`src/rtl/enc_pkg.sv`:
```
package enc_pkg;

  typedef enum logic [2:0] {
    LT_DIRECT = 3'd0,
    LT_TUNNEL = 3'd1,
    LT_VLAN0  = 3'd2,
    LT_MULTI  = 3'd3,
    LT_LEGACY = 3'd4
  } link_t;

  typedef enum logic [1:0] {
    ST_IDLE = 2'd0,
    ST_HDR  = 2'd1,
    ST_PAY  = 2'd2
  } enc_state_t;

  localparam int HDR_MAX   = 42;
  localparam int HDR_IDX_W = $clog2(HDR_MAX + 1);

  localparam logic [1:0] NHT_NONE = 2'b00;
  localparam logic [1:0] NHT_MN   = 2'b01;

  typedef struct packed {
    link_t        ltype;
    logic [47:0]  smac;
    logic [15:0]  tci;
    logic [15:0]  mli;
    logic [15:0]  len;
    logic [31:0]  ip_src;
    logic [31:0]  ip_dst;
  } hdr_fields_t;

endpackage

```
`src/rtl/enc_arp_cache.sv`:
```
module enc_arp_cache #(
  parameter int DEPTH = 8,
  parameter int KEY_W = 32,
  localparam int IW = $clog2(DEPTH)
) (
  input  logic             clk,
  input  logic             rst_n,
  input  logic             wr_en,
  input  logic [IW-1:0]    wr_idx,
  input  logic             wr_valid,
  input  logic [KEY_W-1:0] wr_key,
  input  logic [47:0]      wr_mac,
  input  logic [KEY_W-1:0] lk_key,
  output logic             lk_hit,
  output logic [47:0]      lk_mac
);

  logic [DEPTH-1:0] match;
  logic [47:0]      mac_arr [DEPTH];

  for (genvar gi = 0; gi < DEPTH; gi++) begin : g_ent
    logic             ent_v;
    logic [KEY_W-1:0] ent_key;
    logic [47:0]      ent_mac;

    always_ff @(posedge clk) begin
      if (!rst_n) begin
        ent_v   <= 1'b0;
        ent_key <= '0;
        ent_mac <= '0;
      end else if (wr_en && wr_idx == IW'(gi)) begin
        ent_v   <= wr_valid;
        ent_key <= wr_key;
        ent_mac <= wr_mac;
      end
    end

    assign match[gi]   = ent_v && (ent_key == lk_key);
    assign mac_arr[gi] = ent_mac;
  end

  // lowest matching index wins
  always_comb begin
    lk_hit = 1'b0;
    lk_mac = '0;
    for (int i = DEPTH - 1; i >= 0; i--) begin
      if (match[i]) begin
        lk_hit = 1'b1;
        lk_mac = mac_arr[i];
      end
    end
  end

  // a valid write is visible to a lookup of the same key in the next cycle
  a_r10_write_visible: assert property (@(posedge clk) disable iff (!rst_n)
    (wr_en && wr_valid) |=> (lk_key != $past(wr_key) || lk_hit));

endmodule

```
`src/rtl/enc_route_decide.sv`:
```
module enc_route_decide
  import enc_pkg::*;
#(
  parameter int NH_BYTES = 4
) (
  input  link_t       ltype,
  input  logic [7:0]  flags,
  input  logic        arp_hit,
  output logic        use_arp,
  output logic        divert
);

  logic [1:0] nh_type;
  logic [5:0] nh_len;

  assign nh_type = flags[7:6];
  assign nh_len  = flags[5:0];

  always_comb begin
    use_arp = 1'b0;
    divert  = 1'b1;
    case (ltype)
      LT_DIRECT: divert = (nh_type != NHT_NONE);
      LT_TUNNEL,
      LT_VLAN0:  divert = 1'b0;
      LT_MULTI,
      LT_LEGACY: begin
        use_arp = 1'b1;
        divert  = !((nh_type == NHT_MN) && (nh_len == 6'(NH_BYTES)) && arp_hit);
      end
      default:   divert = 1'b1;
    endcase
  end

endmodule

```
`src/rtl/enc_hdr_builder.sv`:
```
module enc_hdr_builder
  import enc_pkg::*;
#(
  parameter logic [15:0] SUBS_ETYPE = 16'h88B5,
  parameter logic [7:0]  SUBS_PROTO = 8'hFD,
  parameter logic [7:0]  TUN_TTL    = 8'h40,
  parameter logic [11:0] VLAN0_ID   = 12'h001
) (
  input  hdr_fields_t            f,
  input  logic [47:0]            da,
  input  logic [HDR_IDX_W-1:0]   idx,
  output logic [7:0]             byte_o,
  output logic [HDR_IDX_W-1:0]   len_o
);

  localparam logic [15:0] ET_VLAN = 16'h8100;
  localparam logic [15:0] ET_IPV4 = 16'h0800;
  localparam logic [15:0] IP_FIXED = 16'd24;

  logic [HDR_MAX*8-1:0] hdr_vec;
  logic [15:0]          ip_total;
  logic [15:0]          tci_eff;

  assign ip_total = IP_FIXED + f.len;
  assign tci_eff  = (f.ltype == LT_VLAN0) ? {f.tci[15:12], VLAN0_ID} : f.tci;

  // headers are left-justified; byte 0 sits in the top eight bits
  always_comb begin
    case (f.ltype)
      LT_TUNNEL: begin
        hdr_vec = {da, f.smac, ET_VLAN, f.tci, ET_IPV4,
                   8'h45, 8'h00, ip_total, 16'h0000, 16'h0000,
                   TUN_TTL, SUBS_PROTO, 16'h0000, f.ip_src, f.ip_dst,
                   f.mli, f.len};
        len_o   = HDR_IDX_W'(42);
      end
      LT_LEGACY: begin
        hdr_vec = {da, f.smac, ET_VLAN, f.tci, ET_IPV4, 192'b0};
        len_o   = HDR_IDX_W'(18);
      end
      default: begin
        hdr_vec = {da, f.smac, ET_VLAN, tci_eff, SUBS_ETYPE, f.mli, f.len, 160'b0};
        len_o   = HDR_IDX_W'(22);
      end
    endcase
  end

  always_comb begin
    int sel;
    sel = HDR_MAX - 1 - int'(idx);
    if (sel >= 0) byte_o = hdr_vec[sel*8 +: 8];
    else          byte_o = 8'h00;
  end

endmodule

```
`src/rtl/subs_egress_encap.sv`:
```
module subs_egress_encap
  import enc_pkg::*;
#(
  parameter int          ARP_DEPTH  = 8,
  parameter int          NH_W       = 32,
  parameter logic [15:0] SUBS_ETYPE = 16'h88B5,
  parameter logic [7:0]  SUBS_PROTO = 8'hFD,
  parameter logic [7:0]  TUN_TTL    = 8'h40,
  parameter logic [11:0] VLAN0_ID   = 12'h001,
  localparam int         ARP_IW     = $clog2(ARP_DEPTH),
  localparam int         NH_BYTES   = NH_W / 8
) (
  input  logic              clk,
  input  logic              rst_n,
  input  logic              cfg_we,
  input  logic [ARP_IW-1:0] cfg_idx,
  input  logic              cfg_valid,
  input  logic [NH_W-1:0]   cfg_key,
  input  logic [47:0]       cfg_mac,
  input  logic              desc_valid,
  output logic              desc_ready,
  input  logic [2:0]        desc_type,
  input  logic [7:0]        desc_flags,
  input  logic [NH_W-1:0]   desc_nh,
  input  logic [47:0]       desc_dmac,
  input  logic [47:0]       desc_smac,
  input  logic [15:0]       desc_tci,
  input  logic [15:0]       desc_mli,
  input  logic [15:0]       desc_len,
  input  logic [31:0]       desc_ip_src,
  input  logic [31:0]       desc_ip_dst,
  input  logic              pay_valid,
  output logic              pay_ready,
  input  logic [7:0]        pay_data,
  input  logic              pay_last,
  output logic              out_valid,
  input  logic              out_ready,
  output logic [7:0]        out_data,
  output logic              out_last,
  output logic              out_exc,
  output logic              out_recrc
);

  enc_state_t             st_q;
  hdr_fields_t            hdr_q;
  hdr_fields_t            desc_in;
  logic [47:0]            da_q;
  logic                   exc_q;
  logic [HDR_IDX_W-1:0]   idx_q;
  logic [HDR_IDX_W-1:0]   hdr_len;
  logic [7:0]             hdr_byte;
  logic                   arp_hit;
  logic [47:0]            arp_mac;
  logic                   use_arp;
  logic                   divert;
  logic                   desc_fire;
  logic                   out_fire;

  assign desc_in = '{ltype:  link_t'(desc_type),
                     smac:   desc_smac,
                     tci:    desc_tci,
                     mli:    desc_mli,
                     len:    desc_len,
                     ip_src: desc_ip_src,
                     ip_dst: desc_ip_dst};

  enc_arp_cache #(.DEPTH(ARP_DEPTH), .KEY_W(NH_W)) u_arp (
    .clk      (clk),
    .rst_n    (rst_n),
    .wr_en    (cfg_we),
    .wr_idx   (cfg_idx),
    .wr_valid (cfg_valid),
    .wr_key   (cfg_key),
    .wr_mac   (cfg_mac),
    .lk_key   (desc_nh),
    .lk_hit   (arp_hit),
    .lk_mac   (arp_mac)
  );

  enc_route_decide #(.NH_BYTES(NH_BYTES)) u_decide (
    .ltype   (desc_in.ltype),
    .flags   (desc_flags),
    .arp_hit (arp_hit),
    .use_arp (use_arp),
    .divert  (divert)
  );

  enc_hdr_builder #(
    .SUBS_ETYPE (SUBS_ETYPE),
    .SUBS_PROTO (SUBS_PROTO),
    .TUN_TTL    (TUN_TTL),
    .VLAN0_ID   (VLAN0_ID)
  ) u_hdr (
    .f      (hdr_q),
    .da     (da_q),
    .idx    (idx_q),
    .byte_o (hdr_byte),
    .len_o  (hdr_len)
  );

  assign desc_ready = (st_q == ST_IDLE);
  assign desc_fire  = desc_valid && desc_ready;

  assign out_valid = (st_q == ST_HDR) || ((st_q == ST_PAY) && pay_valid);
  assign out_data  = (st_q == ST_HDR) ? hdr_byte : pay_data;
  assign out_last  = (st_q == ST_PAY) && pay_last;
  assign pay_ready = (st_q == ST_PAY) && out_ready;
  assign out_exc   = exc_q;
  assign out_recrc = out_last && !exc_q;
  assign out_fire  = out_valid && out_ready;

  always_ff @(posedge clk) begin
    if (!rst_n) begin
      st_q  <= ST_IDLE;
      hdr_q <= '0;
      da_q  <= '0;
      exc_q <= 1'b0;
      idx_q <= '0;
    end else begin
      case (st_q)
        ST_IDLE: if (desc_fire) begin
          hdr_q <= desc_in;
          da_q  <= use_arp ? arp_mac : desc_dmac;
          exc_q <= divert;
          idx_q <= '0;
          st_q  <= divert ? ST_PAY : ST_HDR;
        end
        ST_HDR: if (out_fire) begin
          if (idx_q == hdr_len - HDR_IDX_W'(1)) st_q <= ST_PAY;
          else                                 idx_q <= idx_q + HDR_IDX_W'(1);
        end
        ST_PAY: if (out_fire && pay_last) begin
          st_q  <= ST_IDLE;
          exc_q <= 1'b0;
        end
        default: st_q <= ST_IDLE;
      endcase
    end
  end

  // a stalled output keeps its byte
  a_r9_hold: assert property (@(posedge clk) disable iff (!rst_n)
    (out_valid && !out_ready) |=> (out_valid && $stable(out_data) && $stable(out_last)));

  // recompute flag only on the last byte of a forwarded frame
  a_r8_recrc_last: assert property (@(posedge clk) disable iff (!rst_n)
    out_recrc |-> (out_last && !out_exc));

  // no output while waiting for a descriptor
  a_r11_idle_quiet: assert property (@(posedge clk) disable iff (!rst_n)
    desc_ready |-> !out_valid);

  // a diverted descriptor skips the header
  a_r6_divert_bare: assert property (@(posedge clk) disable iff (!rst_n)
    (desc_fire && divert) |=> (out_exc && st_q == ST_PAY));

  // types that must not consult the cache keep the descriptor address
  a_r5_no_cache: assert property (@(posedge clk) disable iff (!rst_n)
    (desc_fire && (desc_type == 3'd0 || desc_type == 3'd1 || desc_type == 3'd2))
      |=> (da_q == $past(desc_dmac)));

endmodule

```
`config.mk`:
```
export PLATFORM = sky130hd
export DESIGN_NAME = subs_egress_encap
export DESIGN_NICKNAME = d
export VERILOG_FILES = /design/src/rtl/enc_pkg.sv /design/src/rtl/enc_arp_cache.sv /design/src/rtl/enc_route_decide.sv /design/src/rtl/enc_hdr_builder.sv /design/src/rtl/subs_egress_encap.sv
export SDC_FILE = /design/constraint.sdc
export NUM_CORES = 2
export LEC_CHECK = 0
export ABC_CLOCK_PERIOD_IN_PS = 4600
export BUFFER_PORTS_ARGS = -buffer_cell sky130_fd_sc_hd__buf_4
export CAP_MARGIN = 20
export CORE_MARGIN = 2
export CORE_UTILIZATION = 50
export DETAILED_ROUTE_END_ITERATION = 12
export PLACE_DENSITY = 0.68
export SETUP_SLACK_MARGIN = 0.02
export SYNTH_ARGS = -nofsm -noshare
export SYNTH_HDL_FRONTEND = slang
export SYNTH_SLANG_ARGS = --single-unit
export TNS_END_PERCENT = 50
```
`constraint.sdc`:
```
create_clock -name clk -period 4.6 [get_ports clk]
set_input_delay 0.69 -clock clk [delete_from_list [all_inputs] [get_ports clk]]
set_output_delay 0.69 -clock clk [all_outputs]
set_load 0.02 [all_outputs]
```
==> out/results.ini <==
[status]
outcome=finished, final reports clean

[logic_synthesis]
synth_top_family_by_area=compound AO/OA/AOI/OAI gates
syn_area_per_cell_um2=7.830
ys_seq_area_share_pct=40.23
netlist_instances=5516
syn-cell-area_mm2=0.04319
synth_xor_area_share_pct=5.475
synth-simple-area-share_pct=22.19
synth_nets=5871
synth_compound_area_share_pct=23.47
synth_seq_cells=868
yosysWarnings=0
muxShareOfSynthArea_pct=2.451
synth_cell_types=74
synth_edf_count=0
synthFlopType=dfxtp_1
synthArstFlopShare_pct=0
synthAdderAreaFrac_pct=0.1449

[layout]
fin_util_pct=58.09
layout_common_cells=nand2_1, dfxtp_1, a21boi_0, buf_4, xor2_1
areaGrowthSynthToFinish_pct=14.89
mostFrequentLayoutCell=nand2_1
fin_area_mm2=0.04962
n_fill_cell=7932
n_antenna_cell=0
drive_above_1_share_pct=12.85
nets=5897

[place]
gp_congestion=1.016
placed_cell_area_mm2=0.04637
hpwl_um=106800
port_buffers=363

[setup_path]
ff2ff_setup_slack_ns=1.17
reg2regPathDepth=9
path_class=register to output port
arrival_ns=3.80
cp.required_ns=3.91
r2r_start=u_arp.g_ent[3].ent_key[21]$_SDFFE_PN0P_
crit_path_end_kind=output port
start_kind=register
cp_max_fo=28
reg2reg_to=da_q[2]$_SDFFE_PN0P_

[min_path]
hold_path.class=primary input to register
worstHoldStart=desc_smac[1]
hold-path-cell-count=3
holdPathEnd=hdr_q[113]$_SDFFE_PN0P_

[power_and_ir_drop]
ir_drop_uv=289.1
power_density_mw_per_mm2=364.5
p_leak_nw=17.39

[route]
antenna_left=0
vias=40400
drt-vias-per-instance=5.975
drc_errors=0
wl_per_cell_um=24.26
wl_um=164000
drt_pass1_iterations=6
drtIter0Drc=4636

[die]
pin_count=364
start_util_pct=50.56
core-area_mm2=0.08541
dieArea_mm2=0.08874
dieWidth_um=297.9
placementRows=107
die_h_um=297.9

[global_route]
grt_overflow=0
first_global_vias=37610
grt_pass1_wl_um=245200
track_usage_pct=35.82
antenna_found_initial=6
grt_max_degree=216

[sta]
tightestPinTransition_ns=1.155
skew_ns=0.02080
finalHoldViolations=0
rsz0062_at_grt=yes
layout_min_cycle_time_ns=4.493
slew_headroom_pct=22.82
maxClockFrequency_mhz=222.6
final.setup.tns_ns=0
period_share_pct=97.67
drv_slew=0
holdWs_ns=0.2874
final-setup-viol-count=0

[cts]
clkSinkCount=868
cts_buffers=95
htree_num_levels=3
insertion_delay_ns=0.66
clk_pin_slew_ns=0.06
hold_buffers=0
cts_tree=built
cts_root_buffer=clkbuf_16
clk_path_buf_depth=3

[job]
max_cap_violations=0

## routing by layer
metal | wire length [um] | track usage [%] | vias up | part of all wire, %
met5 | 60 | 0 | - | 0.037
met4 | 5239 | 11.12 | 10 | 3.2
met3 | 16840 | 7.402 | 350 | 10
met2 | 72270 | 55.57 | 2082 | 44
met1 | 69590 | 49.91 | 19260 | 42
li1 | - | - | 18700 | -
## registers in the layout, summed over array words and instances (netlist names)
register / count
da_q: 48
hdr_q: 163
out_exc: 1
idx_q: 6
u_arp.g_ent.ent_key: 256
st_q: 2
u_arp.g_ent.ent_v: 8
u_arp.g_ent.ent_mac: 384
## final cells by class
class	instances	area, um2	share of cell area [%]
multi-input combinational	4005	23440	47.24
sequential	868	17380	35.03
timing repair buffer	459	3741	7.539
clock buffer	143	2913	5.870
tap	1144	1431	2.885
inverter	113	424.2	0.8548
clock inverter	29	289.0	0.5825
## Yosys cell counts (all sizes together) (45+ instances only)
cell       n  area share (%)
buf       55            0.69
a311oi    48            0.97
o311ai    53             1.1
xor2     163             3.3
dfxtp    868              40
nand2   1826              16
o21ai    123             1.4
nor2     102            0.89
nor4     151             2.2
a41oi     45             1.6
mux2i     63             1.5
clkbuf   475             4.4
a21boi   812              14
inv      112            0.97
xnor2    107             2.2
o21a      52            0.90
a21oi     78            0.90
nand4     51            0.74
## worst max path at each step
stage / to / slack, ns / from / depth (start not counted)
floorplan: out_data[2] / 0.60 / idx_q[1]$_SDFFE_PN0P_ / 12
global placement: da_q[2]$_SDFFE_PN0P_ / 0.68 / desc_nh[21] / 10
detailed placement: out_data[3] / 0.58 / hdr_q[160]$_SDFFE_PN0P_ / 9
CTS: out_data[3] / 0.05 / hdr_q[160]$_SDFFE_PN0P_ / 9
global route: out_data[4] / 0.01 / idx_q[1]$_SDFFE_PN0P_ / 10
finish: out_data[4] / 0.11 / idx_q[1]$_SDFFE_PN0P_ / 13
## power by group
group	leakage (nW)	switching [mW]	internal, mW
registers	7.05	0.268	7.83
logic	8.76	1.37	0.764
clock network	1.58	3.26	4.59
total	17.4	4.90	13.2
## worst max-delay path: stages, from the launching register on
cell and delay, ns:
dfxtp_2 0.34, buf_4 0.34, inv_1 0.11, ha_1 0.27, xor2_1 0.23, buf_4 0.28, nor2_1 0.14, nand2_1 0.13
a221oi_1 0.08, a211oi_1 0.25, o311a_1 0.20, a311oi_1 0.05, o31ai_1 0.48, buf_4 0.23
## what timing repair did
item                       in CTS  in global routing
resized for setup               0                  5
setup buffers                   1                  3
setup endpoints to repair       1                  5
cloned                          0                  0
pin swaps                       1                  2
## cell families after synthesis
logic type | after synthesis
multiplexers | 86
adder cells (fa/ha/maj) | 5
flip-flops | 868
XOR/XNOR | 270
buffers and inverters | 643
AO/OA/AOI/OAI | 1342
AND/OR/NAND/NOR | 2302
## per-stage QoR
| step | total power [mW] | instances | setup slack (ns) |
|---|---|---|---|
| 2_1_floorplan | 9.385 | 5516 | 0.6007 |
| 3_3_place_gp | 10.33 | 6585 | 0.6766 |
| 3_5_place_dp | 10.34 | 6585 | 0.5777 |
| 4_1_cts | 18.11 | 6758 | 0.04835 |
| 5_1_grt | 18.65 | 6761 | 0.01467 |
| 6_report | 18.09 | 6761 | 0.1072 |
No activity file was read; power rests on OpenSTA's default activity.
